**config.mk**
```make
export PLATFORM = sky130hd
export DESIGN_NAME = chroma_resampler
export DESIGN_NICKNAME = d
export VERILOG_FILES = /design/src/rtl/chroma_rs_pkg.sv /design/src/rtl/rs_phase.sv /design/src/rtl/rs_history.sv /design/src/rtl/rs_decim.sv /design/src/rtl/rs_interp.sv /design/src/rtl/chroma_resampler.sv
export SDC_FILE = /design/constraint.sdc
export NUM_CORES = 1
export LEC_CHECK = 0
export ABC_AREA = 1
export ABC_CLOCK_PERIOD_IN_PS = 4550
export BUFFER_PORTS_ARGS = -buffer_cell sky130_fd_sc_hd__buf_2
export CORE_AREA = 8 8 169 171
export CTS_CLUSTER_SIZE = 14
export DETAILED_ROUTE_END_ITERATION = 10
export DIE_AREA = 0 0 177 179
export PLACE_DENSITY_LB_ADDON = 0.25
export REMOVE_ABC_BUFFERS = 1
export SLEW_MARGIN = 10
export SYNTH_ARGS = -nofsm -noshare
export SYNTH_HDL_FRONTEND = slang
export SYNTH_HIERARCHICAL = 1
export SYNTH_SLANG_ARGS = --single-unit
export TNS_END_PERCENT = 100
```
**constraint.sdc**
```tcl
create_clock -name clk -period 4.55 [get_ports clk]
set_clock_uncertainty 0.1 [all_clocks]
set_input_delay 0.91 -clock clk [delete_from_list [all_inputs] [get_ports clk]]
set_output_delay 0.91 -clock clk [all_outputs]
set_load 0.02 [all_outputs]
```
**src/rtl/chroma_rs_pkg.sv**
```systemverilog
package chroma_rs_pkg;
  localparam int unsigned PIX_W      = 8;
  localparam int unsigned LONG_TAPS  = 5;
  localparam int unsigned HIST_DEPTH = LONG_TAPS - 1;
  localparam int unsigned PH_W       = 2;
  localparam int unsigned N_COMP     = 2;

  typedef logic [PIX_W-1:0] pix_t;
  typedef pix_t [HIST_DEPTH:0] win_t;

  localparam pix_t CHROMA_MID = pix_t'(1 << (PIX_W - 1));

  typedef enum logic [2:0] {
    RS_FULL     = 3'd0,
    RS_PAIR     = 3'd1,
    RS_PAIR_FLT = 3'd2,
    RS_QUAD_FLT = 3'd3,
    RS_HALF     = 3'd4
  } rs_mode_e;

  // rounded mean of two samples, half-up
  function automatic pix_t mean2(input pix_t a, input pix_t b);
    logic [PIX_W:0] acc;
    acc = {1'b0, a} + {1'b0, b} + (PIX_W+1)'(1);
    return acc[PIX_W:1];
  endfunction

  // three-tap smoothing, weights 1-2-1, divided by 4 with rounding
  function automatic pix_t tap3(input pix_t older, input pix_t mid, input pix_t newer);
    logic [PIX_W+1:0] acc;
    acc = {2'b00, older} + {1'b0, mid, 1'b0} + {2'b00, newer} + (PIX_W+2)'(2);
    return acc[PIX_W+1:2];
  endfunction

  // five-tap smoothing, weights 1-2-2-2-1, divided by 8 with rounding
  function automatic pix_t tap5(input pix_t a, input pix_t b, input pix_t c,
                                input pix_t d, input pix_t e);
    logic [PIX_W+2:0] acc;
    acc = {3'b000, a} + {2'b00, b, 1'b0} + {2'b00, c, 1'b0} + {2'b00, d, 1'b0}
        + {3'b000, e} + (PIX_W+3)'(4);
    return acc[PIX_W+2:3];
  endfunction
endpackage

```
**src/rtl/rs_phase.sv**
```systemverilog
module rs_phase
  import chroma_rs_pkg::*;
(
  input  logic            clk,
  input  logic            rst_n,
  input  logic            adv,
  input  logic            restart,
  output logic [PH_W-1:0] phase
);
  logic [PH_W-1:0] next_q;

  assign phase = restart ? '0 : next_q;

  always_ff @(posedge clk) begin
    if (!rst_n) next_q <= '0;
    else if (adv) next_q <= phase + 1'b1;
  end

  a_r3_restart_phase: assert property (@(posedge clk) disable iff (!rst_n)
    (adv && restart) |=> (next_q == PH_W'(1)));
  a_r3_idle_hold: assert property (@(posedge clk) disable iff (!rst_n)
    !adv |=> $stable(next_q));
endmodule

```
**src/rtl/rs_history.sv**
```systemverilog
module rs_history
  import chroma_rs_pkg::*;
#(
  parameter int unsigned DEPTH = HIST_DEPTH
) (
  input  logic                  clk,
  input  logic                  rst_n,
  input  logic                  adv,
  input  logic                  restart,
  input  pix_t                  sample,
  output logic [DEPTH:0][PIX_W-1:0] win
);
  logic [DEPTH-1:0][PIX_W-1:0] hist_q;

  assign win[0] = sample;
  for (genvar k = 1; k <= DEPTH; k++) begin : g_tap
    // positions before the line start repeat the line's first sample
    assign win[k] = restart ? sample : hist_q[k-1];
  end

  always_ff @(posedge clk) begin
    if (!rst_n) hist_q <= '0;
    else if (adv) hist_q <= win[DEPTH-1:0];
  end

  a_r7_line_flush: assert property (@(posedge clk) disable iff (!rst_n)
    (adv && restart) |=> (hist_q[0] == hist_q[DEPTH-1]));
endmodule

```
**src/rtl/rs_decim.sv**
```systemverilog
module rs_decim
  import chroma_rs_pkg::*;
(
  input  logic            clk,
  input  logic            rst_n,
  input  logic            adv,
  input  rs_mode_e        mode,
  input  logic [PH_W-1:0] phase,
  input  win_t            cb_win,
  input  win_t            cr_win,
  output pix_t            dec_c
);
  pix_t cr_hold_q;
  pix_t cb_pick, cr_pick;
  logic lead_slot, trail_slot;

  always_comb begin
    cb_pick    = cb_win[0];
    cr_pick    = cr_win[0];
    lead_slot  = 1'b0;
    trail_slot = 1'b0;
    unique case (mode)
      RS_PAIR: begin
        lead_slot  = !phase[0];
        trail_slot = phase[0];
      end
      RS_PAIR_FLT: begin
        cb_pick    = tap3(cb_win[2], cb_win[1], cb_win[0]);
        cr_pick    = tap3(cr_win[2], cr_win[1], cr_win[0]);
        lead_slot  = !phase[0];
        trail_slot = phase[0];
      end
      RS_QUAD_FLT: begin
        cb_pick    = tap5(cb_win[4], cb_win[3], cb_win[2], cb_win[1], cb_win[0]);
        cr_pick    = tap5(cr_win[4], cr_win[3], cr_win[2], cr_win[1], cr_win[0]);
        lead_slot  = (phase == PH_W'(0));
        trail_slot = (phase == PH_W'(1));
      end
      default: ;
    endcase
    dec_c = lead_slot ? cb_pick : (trail_slot ? cr_hold_q : '0);
  end

  always_ff @(posedge clk) begin
    if (!rst_n) cr_hold_q <= '0;
    else if (adv && lead_slot) cr_hold_q <= cr_pick;
  end

  a_r4_cr_held: assert property (@(posedge clk) disable iff (!rst_n)
    (adv && trail_slot) |=> $stable(cr_hold_q));
endmodule

```
**src/rtl/rs_interp.sv**
```systemverilog
module rs_interp
  import chroma_rs_pkg::*;
(
  input  logic            clk,
  input  logic            rst_n,
  input  logic            adv,
  input  logic            restart,
  input  rs_mode_e        mode,
  input  logic [PH_W-1:0] phase,
  input  pix_t            c_in,
  output pix_t            icb,
  output pix_t            icr
);
  pix_t lcb_q, lcr_q;
  logic cr_seen_q;
  logic cb_arrive, cr_arrive, filt, cr_seen;
  pix_t prev_cb, prev_cr;

  always_comb begin
    cb_arrive = 1'b0;
    cr_arrive = 1'b0;
    filt      = (mode != RS_PAIR);
    unique case (mode)
      RS_PAIR, RS_PAIR_FLT: begin
        cb_arrive = !phase[0];
        cr_arrive = phase[0];
      end
      RS_QUAD_FLT: begin
        cb_arrive = (phase == PH_W'(0));
        cr_arrive = (phase == PH_W'(1));
      end
      default: ;
    endcase
  end

  assign cr_seen = !restart && cr_seen_q;
  assign prev_cb = restart ? c_in : lcb_q;
  assign prev_cr = cr_seen ? lcr_q : c_in;
  assign icb = cb_arrive ? (filt ? mean2(prev_cb, c_in) : c_in) : lcb_q;
  assign icr = cr_arrive ? (filt ? mean2(prev_cr, c_in) : c_in)
                         : (cr_seen ? lcr_q : CHROMA_MID);

  always_ff @(posedge clk) begin
    if (!rst_n) begin
      lcb_q     <= '0;
      lcr_q     <= '0;
      cr_seen_q <= 1'b0;
    end else if (adv) begin
      if (cb_arrive) lcb_q <= c_in;
      if (cr_arrive) lcr_q <= c_in;
      cr_seen_q <= cr_seen | cr_arrive;
    end
  end

  a_r11_neutral_start: assert property (@(posedge clk) disable iff (!rst_n)
    (adv && restart) |-> (icr == CHROMA_MID));
  a_r9_cb_kept: assert property (@(posedge clk) disable iff (!rst_n)
    (adv && cb_arrive) |=> (lcb_q == $past(c_in)));
endmodule

```
**src/rtl/chroma_resampler.sv**
```systemverilog
module chroma_resampler
  import chroma_rs_pkg::*;
(
  input  logic       clk,
  input  logic       rst_n,
  input  logic       dir_up,
  input  logic [2:0] mode,
  input  logic       in_valid,
  input  logic       in_sol,
  input  logic [7:0] in_y,
  input  logic [7:0] in_c0,
  input  logic [7:0] in_c1,
  output logic       out_valid,
  output logic [7:0] out_y,
  output logic [7:0] out_c0,
  output logic [7:0] out_c1
);
  rs_mode_e        mode_e;
  logic [PH_W-1:0] pix_phase;
  logic [N_COMP-1:0][PIX_W-1:0] comp_in;
  win_t            win [N_COMP];
  pix_t            dec_c, icb, icr;
  logic            rep_q;
  logic            is_sub;

  assign mode_e  = rs_mode_e'(mode);
  assign comp_in = {in_c1, in_c0};
  assign is_sub  = (mode_e == RS_PAIR) || (mode_e == RS_PAIR_FLT) || (mode_e == RS_QUAD_FLT);

  rs_phase u_phase (
    .clk(clk), .rst_n(rst_n), .adv(in_valid), .restart(in_sol), .phase(pix_phase)
  );

  for (genvar g = 0; g < N_COMP; g++) begin : g_hist
    rs_history #(.DEPTH(HIST_DEPTH)) u_hist (
      .clk(clk), .rst_n(rst_n), .adv(in_valid), .restart(in_sol),
      .sample(comp_in[g]), .win(win[g])
    );
  end

  rs_decim u_decim (
    .clk(clk), .rst_n(rst_n), .adv(in_valid), .mode(mode_e), .phase(pix_phase),
    .cb_win(win[0]), .cr_win(win[1]), .dec_c(dec_c)
  );

  rs_interp u_interp (
    .clk(clk), .rst_n(rst_n), .adv(in_valid), .restart(in_sol), .mode(mode_e),
    .phase(pix_phase), .c_in(in_c0), .icb(icb), .icr(icr)
  );

  always_ff @(posedge clk) begin
    if (!rst_n) begin
      out_valid <= 1'b0;
      out_y     <= '0;
      out_c0    <= '0;
      out_c1    <= '0;
      rep_q     <= 1'b0;
    end else begin
      out_valid <= 1'b0;
      rep_q     <= 1'b0;
      if (in_valid) begin
        if (is_sub) begin
          out_valid <= 1'b1;
          out_y     <= in_y;
          out_c0    <= dir_up ? icb : dec_c;
          out_c1    <= dir_up ? icr : '0;
        end else if (mode_e == RS_HALF) begin
          if (dir_up || !pix_phase[0]) begin
            out_valid <= 1'b1;
            out_y     <= in_y;
            out_c0    <= in_c0;
            out_c1    <= in_c1;
          end
          rep_q <= dir_up;
        end else begin
          out_valid <= 1'b1;
          out_y     <= in_y;
          out_c0    <= in_c0;
          out_c1    <= in_c1;
        end
      end else if (rep_q) begin
        out_valid <= 1'b1;
      end
    end
  end

  a_r1_idle_quiet: assert property (@(posedge clk) disable iff (!rst_n)
    (!in_valid && !rep_q) |=> !out_valid);
  a_r2_pass_copy: assert property (@(posedge clk) disable iff (!rst_n)
    (in_valid && !is_sub && mode_e != RS_HALF) |=>
      (out_valid && out_y == $past(in_y) && out_c1 == $past(in_c1)));
  a_r4_luma_through: assert property (@(posedge clk) disable iff (!rst_n)
    (in_valid && is_sub) |=> (out_valid && out_y == $past(in_y)));
  a_r4_second_lane_zero: assert property (@(posedge clk) disable iff (!rst_n)
    (in_valid && is_sub && !dir_up) |=> (out_c1 == '0));
  a_r8_odd_dropped: assert property (@(posedge clk) disable iff (!rst_n)
    (in_valid && !dir_up && mode_e == RS_HALF && pix_phase[0]) |=> !out_valid);
  a_r12_repeat_same: assert property (@(posedge clk) disable iff (!rst_n)
    (rep_q && !in_valid) |=> (out_valid && $stable(out_y) && $stable(out_c0)));
endmodule

```
# After elaboration in Yosys (flattened, before gate mapping)
# Index checks and enable logic that the tools add are counted.
# totals
elab_cells	101
ff_bits	117
# op_classes
n_mux	38
reduce_logical	13
n_addsub	21
n_eq_ne	7
bitwise	4
# ops
operator	n
$mux W8	28
$add A11 B9 Y11	4
$add A8 B9 Y10	4
$pmux W8 S2	2
$add A11 B3 Y11 const B	2
$add A11 B8 Y11	2
$add A10 B2 Y10 const B	2
$add A10 B8 Y10	2
$add A8 B8 Y9	2
$add A9 B1 Y9 const B	2
$eq A3 B2 Y1 const B	2
$reduce_and A2 Y1	3
$mux W1	5
$pmux W1 S2	2
$reduce_or A4 Y1	1
$eq A3 B1 Y1 const B	1
$eq A3 B3 Y1 const B	1
$logic_or A1 B1 Y1	3
$ne A3 B1 Y1 const B	1
$ne A3 B2 Y1 const B	1
$not A1 Y1	3
$add A2 B1 Y2 const B	1
$eq A2 B1 Y1 const B	1
$logic_and A1 B1 Y1	2
5 further kinds	6

# Longest topological paths before layout
# Gate-level depths: netlist (run 1).
# logic_depth
ltp_word	10
mapped_depth	30

# Hierarchy
# Netlist (run 1), hierarchy kept.
# modules_own_cells
module	cells_per_inst	area_per_inst_um2	n_inst
rs_decim	681	4267.8	1
rs_history	271	1672.9	2
rs_interp	322	1928.1	1
chroma_resampler	252	1520.2	1
rs_phase	16	97.6	1

# Worst setup path before layout (run 1)
# Ideal clock, no wire load.
# synth_path
kind	input port to flip-flop
startpoint	in in_sol
endpoint	reg out_c0[3]
t_required_ns	4.337
n_path_buf	2
slack_ns	-0.171
path_stages	28
setup_ns	0.113
arrival_ns	4.508
path_cell_list	buf_4 inv_4 buf_6 nand2_1 nand2_1 inv_1 fa_1 inv_1 fa_1 inv_1 fa_1 inv_1 ha_1 nand2_1 inv_1 a21oi_1 nand2_1 or2_2 nand3_1 nand3_1 nand2_1 nand2_1 nand2_1 nand2_1 nand2_1 nand2_1 nor2_1 nor2_1
# synth_rtl
item	line	rtl
start: declaration	chroma_resampler.sv:9	input logic in_sol,
end signal: assignment	chroma_resampler.sv:65	out_c0 <= dir_up ? icb : dec_c;
end signal: assignment	chroma_resampler.sv:71	out_c0 <= in_c0;
end signal: assignment	chroma_resampler.sv:78	out_c0 <= in_c0;
end: declaration	chroma_resampler.sv:15	output logic [7:0] out_c0,

==> key figures, run 1 <==
Run status
  • Status: finished clean

CTS
  • Clock Root Buffer: clkbuf_16
  • Clk buf depth: 2
  • Clock sink count: 117
  • TritonCTS clock tree: built
  • Worst-Skew Late Latency: 0.43 ns
  • TritonCTS buffer count: 17
  • # H-tree levels: 4
  • Clock-pin slew on the worst setup and hold paths: 0.06 ns

Power
  • Worst vdd ir: 0.2023 mV
  • Lkg Pwr: 7.426 nW
  • Internal Power: 0.002916 W
  • Clock power share: 27.8%
  • Comb power frac: 49.2%
  • Cell Pwr Density: 377.0 nW/um2
  • Sw Share: 40.34%
  • Reg power frac: 23.0%
  • Net Sw Power: 0.001971 W

Logic synthesis
  • Yosys cell types: 44
  • Synth Cell Area: 11160 um2
  • Ys Warns: 6
  • Yosys reg bits: 117
  • Mapped Avg Cell Area: 6.155 um2
  • Sequential cell area fraction in the yosys report: 20.99%
  • Mapped Cells: 1813

Routing
  • # DRC: 0
  • Routed WL: 29.78 mm
  • Metal2 WL: 14.37 mm
  • Antenna-violating nets left: 0
  • Metal-1 WL: 13.73 mm
  • Routed WL per cell: 13.04 um
  • Total number of vias: 10970
  • Routed wl met3: 1.163 mm
  • Top layer in use: met4
  • First DRT Iteration DRCs: 787
  • DRT Pass-1 Iters: 5
  • Via/cell ratio: 4.803

Final layout
  • Most frequent cells in the layout: nand2_1 (545), inv_1 (339), nor2_1 (249), nand3_1 (130), dfxtp_1 (117)
  • Diodes inserted: 0
  • Fin nets: 2087
  • Syn-to-layout area delta: 16.15%
  • Most common cell after layout, fill and taps aside: nand2_1
  • Non-filler cells, final: 2284
  • Final core utilization: 50.31%
  • Fillers: 2633
  • Layout cells sized above 1: 13.19%

GRT
  • Initial antenna violation count: 0
  • Largest net degree at the start of global routing: 65
  • First-pass GRT wire length: 49.02 mm
  • Vias in the first global route: 10280
  • Total GRT Usage: 19.09%
  • Gr ovfl total: 0

Critical path
  • WP data required: 4.76 ns
  • Crit Path Category: input pin to register
  • Worst EP arrival: 4.59 ns
  • Slowest CP cell: fa_1
  • Crit path max fanout: 10
  • Startpoint Class: input pin
  • Top delay family on crit path: adder cells
  • CP max stage delay: 0.51 ns
  • CP Capture Type: register
  • Worst Path Buf+Inv: 5
  • Cell mode on critical path: nand2_1

Timing
  • Worst Tran Pin Value: 0.8691 ns
  • Hold slack: 0.3606 ns
  • RSZ-0062 raised after global routing: false
  • Final setup fails: 0
  • Post-route clock period utilization: 96.13%
  • Rel. slew slack: 41.85%
  • Final hold vios: 0
  • Peak Freq: 228.6 MHz
  • Minimum clock period: 4.374 ns
  • Max-slew violations: 0
  • Sum Neg Setup Slack: 0 ns

Flow run
  • MaxCap Viol Count: 0

Placement
  • Port bufs: 56
  • DPL Wire Length: 22.72 mm
  • Dpl cells: 2252
  • Gpl congestion: 0.8724

Floorplanning
  • Row cnt: 59
  • Height of the die: 179 um
  • Initial core utilization: 43.32%
  • Core Area: 25760 um2
  • Die width: 177 um
  • Io pins: 57
  • Die ar.: 31680 um2

Min path
  • Hold crit path type: register to register
==> sequential cells by signal (all words and copies together) (netlist names) <==
name / count
u_interp/cr_seen_q: 1
g_hist.u_hist/hist_q: 64
u_interp/lcr_q: 8
rep_q: 1
u_phase/next_q: 2
out_valid: 1
out_c1: 8
out_c0: 8
out_y: 8
u_interp/lcb_q: 8
u_decim/cr_hold_q: 8
==> layout make-up <==
class / count / area [um2] / area share (%)
well taps: 335 / 419.2 / 3.234
multi-input cells: 1282 / 7099 / 54.77
clock inverters: 14 / 152.6 / 1.178
flip-flops and latches: 117 / 2342 / 18.07
clock buffers: 18 / 429.2 / 3.311
repair buffers: 172 / 1205 / 9.296
inverters: 346 / 1314 / 10.14
==> worst register-to-register path, cell delays in order, from the launching register on <==
cell and delay (ns):
dfxtp_1 0.33, nand2_1 0.07, nand2_1 0.08, inv_1 0.06, fa_1 0.50, inv_1 0.05
fa_1 0.50, inv_1 0.05, fa_1 0.49, inv_1 0.06, ha_4 0.28, nand2_2 0.08
nor2_2 0.17, a21oi_1 0.11, or2_2 0.29, nand3_1 0.09, nand2_1 0.08, nand2_1 0.06
nand2_1 0.05, nand2_1 0.06, nand2_1 0.06, nand2_1 0.06, nand2_1 0.05, nor2_1 0.08
nor2_1 0.06
==> cells by family (layout without fill, tap and decap cells) <==
group | after synthesis | after routing | share of synthesized area (%)
and+or+nand+nor | 986 | 986 | 36.48
adders and majority gates | 119 | 119 | 17.11
xor gates and xnor gates | 1 | 1 | 0.07850
buffers and inverters | 414 | 550 | 16.53
AOI/OAI and AO/OA | 176 | 176 | 8.813
DFF | 117 | 117 | 20.99
==> synth_stat cells <==
library cell  count  area, um2
a21oi_2           1      8.760
nor2_1          251      942.2
nor2_4            7      78.83
nand2_1         558       2095
nand3b_1         14      105.1
o211ai_1          1      7.510
fa_1             56       1121
nor2_2            2      12.51
o21ai_1           2      10.01
nand3_4           1      17.52
xnor2_1           1      8.760
nand4_1           8      50.05
dfxtp_1         117       2342
buf_6            22      247.7
inv_1           339       1272
a21oi_4           1      16.27
a21o_1            2      15.01
a21oi_1          68      340.3
a22oi_1           6      45.04
or2_2             4      25.02
or2_1             1      6.260
nand3_1         132      660.6
o22ai_1           2      12.51
nor3_1            1      5.000
buf_2            11      55.05
buf_1             2      7.510
o21ai_0          73      365.4
o31ai_1           3      22.52
o21bai_1          6      45.04
clkbuf_2          1      5.000
clkinv_1          1      3.750
and3_1            1      6.260
nand2_2           1      6.260
nor3_4            1      16.27
ha_1             63      788.3
o21ai_2           1      8.760
nand2_4           4      45.04
clkbuf_1          4      15.01
a21boi_0          7      52.55
o21bai_4          1      18.77
inv_4             2      12.51
inv_2             4      15.01
buf_4            28      210.2
o21a_1            2      15.01
==> stage by stage <==
step                area [um2]  power (W)  setup slack, ns
finish                   12960   0.004887           0.1761
global route             12960   0.005317         0.006300
CTS                      12790   0.004784          0.01393
detailed placement       12200   0.003398          -0.4157
global placement         12200   0.003374          -0.3366
floorplan                10620   0.002631         -0.04745
==> timing repair <==
action | CTS | global route
buffers inserted | 0 | 0
gates resized for setup | 0 | 39
hold buffers | 0 | 0
endpoints found under the hold margin | 0 | 0
setup endpoints to repair | 0 | 11
==> power by group through the flow <==
stage	logic [W]	clock network, W	registers, W
after global routing	0.00274	0.00144	0.00113
final	0.00240	0.00136	0.00113
after CTS	0.00227	0.00139	0.00113
after global placement	0.00223	0	0.00115
after detailed placement	0.00225	0	0.00115
after floorplan	0.00147	0	0.00116
==> layer usage <==
layer  up-vias  global-route usage, %
met4         0                  5.289
met5         -                      0
met1      4999                  23.76
met3        31                  3.180
li1       5737                      -
met2       202                  33.46
==> final timing paths <==
path                                   start                 to  slack (ns)  depth (start not counted)
setup / recovery                      in_sol          out_c0[2]        0.18                         25
hold / removal             u_interp/lcb_q[1]  u_interp/lcb_q[1]        0.36                          2
setup reg to reg  g_hist[0].u_hist/hist_q[3]          out_c0[2]        0.56                         24
hold reg to reg            u_interp/lcb_q[1]  u_interp/lcb_q[1]        0.36                          2
No activity file was read; power rests on OpenSTA's default activity.
==> inputs of run 2 (changes only) <==
--- a/config.mk
+++ b/config.mk
@@ -8,15 +8,14 @@
 export ABC_AREA = 1
 export ABC_CLOCK_PERIOD_IN_PS = 4550
 export BUFFER_PORTS_ARGS = -buffer_cell sky130_fd_sc_hd__buf_2
-export CORE_AREA = 8 8 169 171
+export CORE_AREA = 8 8 158 160
 export CTS_CLUSTER_SIZE = 14
 export DETAILED_ROUTE_END_ITERATION = 10
-export DIE_AREA = 0 0 177 179
+export DIE_AREA = 0 0 166 168
 export PLACE_DENSITY_LB_ADDON = 0.25
 export REMOVE_ABC_BUFFERS = 1
 export SLEW_MARGIN = 10
 export SYNTH_ARGS = -nofsm -noshare
 export SYNTH_HDL_FRONTEND = slang
-export SYNTH_HIERARCHICAL = 1
 export SYNTH_SLANG_ARGS = --single-unit
 export TNS_END_PERCENT = 100
==> run 2 against run 1 <==
Against the previous run: the flow now finishes with violations (setup timing); synthesized cell count shrank 24%; count of clock-buffer cells in the layout shrank 1; clock power is essentially flat; utilization grew 5.2 points; die area shrank 12%; largest power group unchanged.
==> key figures, run 2 <==
Final layout
  • Non-filler cells, final: 1840 (was 2284)
  • Fillers: 2090 (was 2633)
  • Final core utilization: 55.52% (was 50.31%)
  • Layout cells sized above 1: 25.02% (was 13.19%)
  • Fin nets: 1703 (was 2087)
  • Diodes inserted: 0 (unchanged)
  • Most frequent cells in the layout: nand2_1 (219), inv_1 (218), a21oi_1 (148), o21ai_0 (140), buf_4 (130) (was nand2_1 (545), inv_1 (339), nor2_1 (249), nand3_1 (130), dfxtp_1 (117))
  • Max reg flops: 64 (unchanged)
  • Largest Register: g_hist.u_hist.hist_q (was g_hist.u_hist/hist_q)
  • Most common cell after layout, fill and taps aside: nand2_1 (unchanged)
  • Syn-to-layout area delta: 28.15% (was 16.15%)
  • Area occupied by multi-input gates: 6748 um2 (was 7099 um2)
  • Final design instance area without fill: 12420 um2 (was 12960 um2)
  • Seq. cell area: 2342 um2 (unchanged)

Power
  • Lkg Pwr: 6.151 nW (was 7.426 nW)
  • Cell Pwr Density: 433.0 nW/um2 (was 377.0 nW/um2)
  • Worst vdd ir: 0.2805 mV (was 0.2023 mV)
  • Tot Pwr: 0.005376 W (was 0.004887 W)

Timing
  • RSZ-0062 raised after global routing: true (was false)
  • Rel. slew slack: 42.43% (was 41.85%)
  • Final hold vios: 0 (unchanged)
  • Worst Tran Pin Value: 0.8622 ns (was 0.8691 ns)
  • Minimum clock period: 4.787 ns (was 4.374 ns)
  • Hold slack: 0.3560 ns (was 0.3606 ns)
  • Max-slew violations: 0 (unchanged)
  • Worst setup slack after layout: -0.2368 ns (was 0.1761 ns)
  • Post-route clock period utilization: 105.2% (was 96.13%)
  • Final setup fails: 9 (was 0)
  • Peak Freq: 208.9 MHz (was 228.6 MHz)

GRT
  • First-pass GRT wire length: 48.62 mm (was 49.02 mm)
  • Vias in the first global route: 9447 (was 10280)
  • Total GRT Usage: 21.68% (was 19.09%)
  • Initial antenna violation count: 0 (unchanged)
  • Gr ovfl total: 0 (unchanged)
  • Largest net degree at the start of global routing: 67 (was 65)

Logic synthesis
  • Primary FF master, synth: dfxtp_1 (unchanged)
  • Top cells by count, synth: inv_1 (230), nand2_1 (230), a21oi_1 (168) (was nand2_1 (558), inv_1 (339), nor2_1 (251))
  • Mapped Cells: 1379 (was 1813)
  • Sequential cell area fraction in the yosys report: 24.17% (was 20.99%)
  • Mapped Avg Cell Area: 7.026 um2 (was 6.155 um2)
  • Synth area leader: dfxtp_1 (unchanged)
  • Ranking of synthesized cells by area: dfxtp_1 (24%), ha_1 (11%), fa_1 (9.5%) (was dfxtp_1 (21%), nand2_1 (19%), inv_1 (11%))
  • Async SR Flop Fraction: 0% (unchanged)
  • Post-synth EDFFs: 0 (unchanged)
  • Yosys reg bits: 117 (unchanged)
  • Yosys top cell area share: 24.17% (was 20.99%)
  • Yosys cell types: 46 (was 44)
  • Synth Cell Area: 9689 um2 (was 11160 um2)
  • Ys Warns: 0 (was 6)

Critical path
  • WP data required: 4.80 ns (was 4.76 ns)
  • CP Capture Type: register (unchanged)
  • Worst EP arrival: 5.03 ns (was 4.59 ns)
  • Startpoint Class: input pin (unchanged)
  • Crit path max fanout: 6 (was 10)
  • Crit Path Category: input pin to register (unchanged)

Run status
  • Status: complete, but fails checks (was finished clean)
  • Failing checks: setup timing

Floorplanning
  • Height of the die: 168 um (was 179 um)
  • Initial core utilization: 43.32% (about the same)
  • Core Area: 22370 um2 (was 25760 um2)
  • Die ar.: 27890 um2 (was 31680 um2)
  • Io pins: 57 (unchanged)
  • Row cnt: 55 (was 59)
  • Die width: 166 um (was 177 um)

CTS
  • Worst-Skew Late Latency: 0.43 ns (about the same)
  • Clock Root Buffer: clkbuf_16 (unchanged)
  • Clock-pin slew on the worst setup and hold paths: 0.06 ns (about the same)
  • Clock sink count: 117 (unchanged)
  • TritonCTS buffer count: 17 (unchanged)
  • # H-tree levels: 4 (unchanged)
  • Clk buf depth: 2 (unchanged)
  • TritonCTS clock tree: built (unchanged)
  • Post-CTS Hold Buffers: 0 (unchanged)

Placement
  • Dpl cell area: 11000 um2 (was 12200 um2)
  • Dpl cells: 1788 (was 2252)
  • Port bufs: 56 (unchanged)
  • DPL Wire Length: 21.86 mm (was 22.72 mm)
  • Gpl congestion: 0.9115 (was 0.8724)

Routing
  • DRT Pass-1 Iters: 6 (was 5)
  • Total number of vias: 9672 (was 10970)
  • Antenna-violating nets left: 0 (unchanged)
  • Routed WL: 30.71 mm (was 29.78 mm)
  • # DRC: 0 (unchanged)
  • Routed WL per cell: 16.69 um (was 13.04 um)
  • First DRT Iteration DRCs: 561 (was 787)
  • Via/cell ratio: 5.257 (was 4.803)

Min path
  • Hold crit path type: register to register (unchanged)

Flow run
  • MaxCap Viol Count: 0 (unchanged)
run 2: cell count changes in the layout (fill, tap and decap cells not counted), sizes merged, moves of 29 or more:
cell,before,now
nand2,563,250
nor2,260,82
o21ai,76,190
inv,348,241
a21oi,70,172
nand3,133,51
buf,172,201
run 2: path summary, 6_finish.rpt:
check	startpoint	endpoint	cells past startpoint	slack, ns
setup / recovery	in_sol	out_c0[4]	28	-0.24
hold / removal	rep_q	out_valid	2	0.36
setup reg to reg	g_hist[0].u_hist.hist_q[16]	out_c0[4]	27	0.07
hold reg to reg	rep_q	out_valid	2	0.36
run 2: through the flow:
stage               setup TNS, ns  setup WS [ns]
finish                     -1.455        -0.2368
floorplan                  -3.170        -0.4837
global placement           -13.20         -1.066
CTS                        -1.072        -0.1720
detailed placement         -14.59         -1.191
global route               -3.729        -0.4674
run 2: layout make-up:
type | count | area share (%)
flip-flops and latches | 117 | 18.86
multi-input cells | 966 | 54.34
repair buffers | 201 | 11.85
well taps | 285 | 2.872
clock inverters | 14 | 1.270
clock buffers | 17 | 3.426
inverters | 240 | 7.376
run 2: critical path, stage by stage:
cell and delay [ns]:
buf_12 0.13, buf_8 0.13, o21ai_2 0.11, ha_2 0.21
inv_2 0.05, fa_2 0.41, o21ai_4 0.19, a21oi_2 0.08
o21ai_2 0.15, xnor2_1 0.13, inv_1 0.07, fa_1 0.47
fa_1 0.57, ha_4 0.22, ha_4 0.22, buf_4 0.14
buf_4 0.13, nand2_1 0.06, nand2_1 0.04, o21ai_1 0.12
inv_1 0.04, nand2_1 0.06, nand2_1 0.05, nand2_1 0.06
nand2_1 0.05, nand2_1 0.05, nand2_1 0.06, a21oi_2 0.11
run 2: cell families (layout without fill, tap and decap cells):
kind of cell,count (synthesis),count (layout),share of synthesized area [%]
adder cells (fa/ha/maj),128,128,20.09
buffers and inverters,296,472,12.09
flip-flops,117,117,24.17
AO/OA/AOI/OAI,411,411,23.22
AND/OR/NAND/NOR,406,406,18.53
XOR/XNOR,21,21,1.898
run 2: power breakdown:
part / leakage (nW) / switching, W / total [W] / internal [W]
logic: 4.92 / 0.00150 / 0.00290 / 0.00139
registers: 0.967 / 0.0000320 / 0.00113 / 0.00109
clock network: 0.269 / 0.000545 / 0.00135 / 0.000808
total: 6.15 / 0.00208 / 0.00538 / 0.00330
run 2: timing repair:
| action | in CTS | in global routing |
|---|---|---|
| pin swaps | 62 | 66 |
| gates resized for setup | 104 | 50 |
| endpoints found under the setup margin | 14 | 14 |
| endpoints found under the hold margin | 0 | 0 |
| buffers inserted | 17 | 6 |
| gates cloned | 1 | 0 |
run 2: routing by layer:
metal  up-vias  global-route usage, %  wire length (um)
met5         -                      0                 0
met4         0                  11.11              1592
met3        86                  3.648              1413
met2       266                  37.10             14450
met1      4500                  25.92             13250
li1       4820                      -                 -
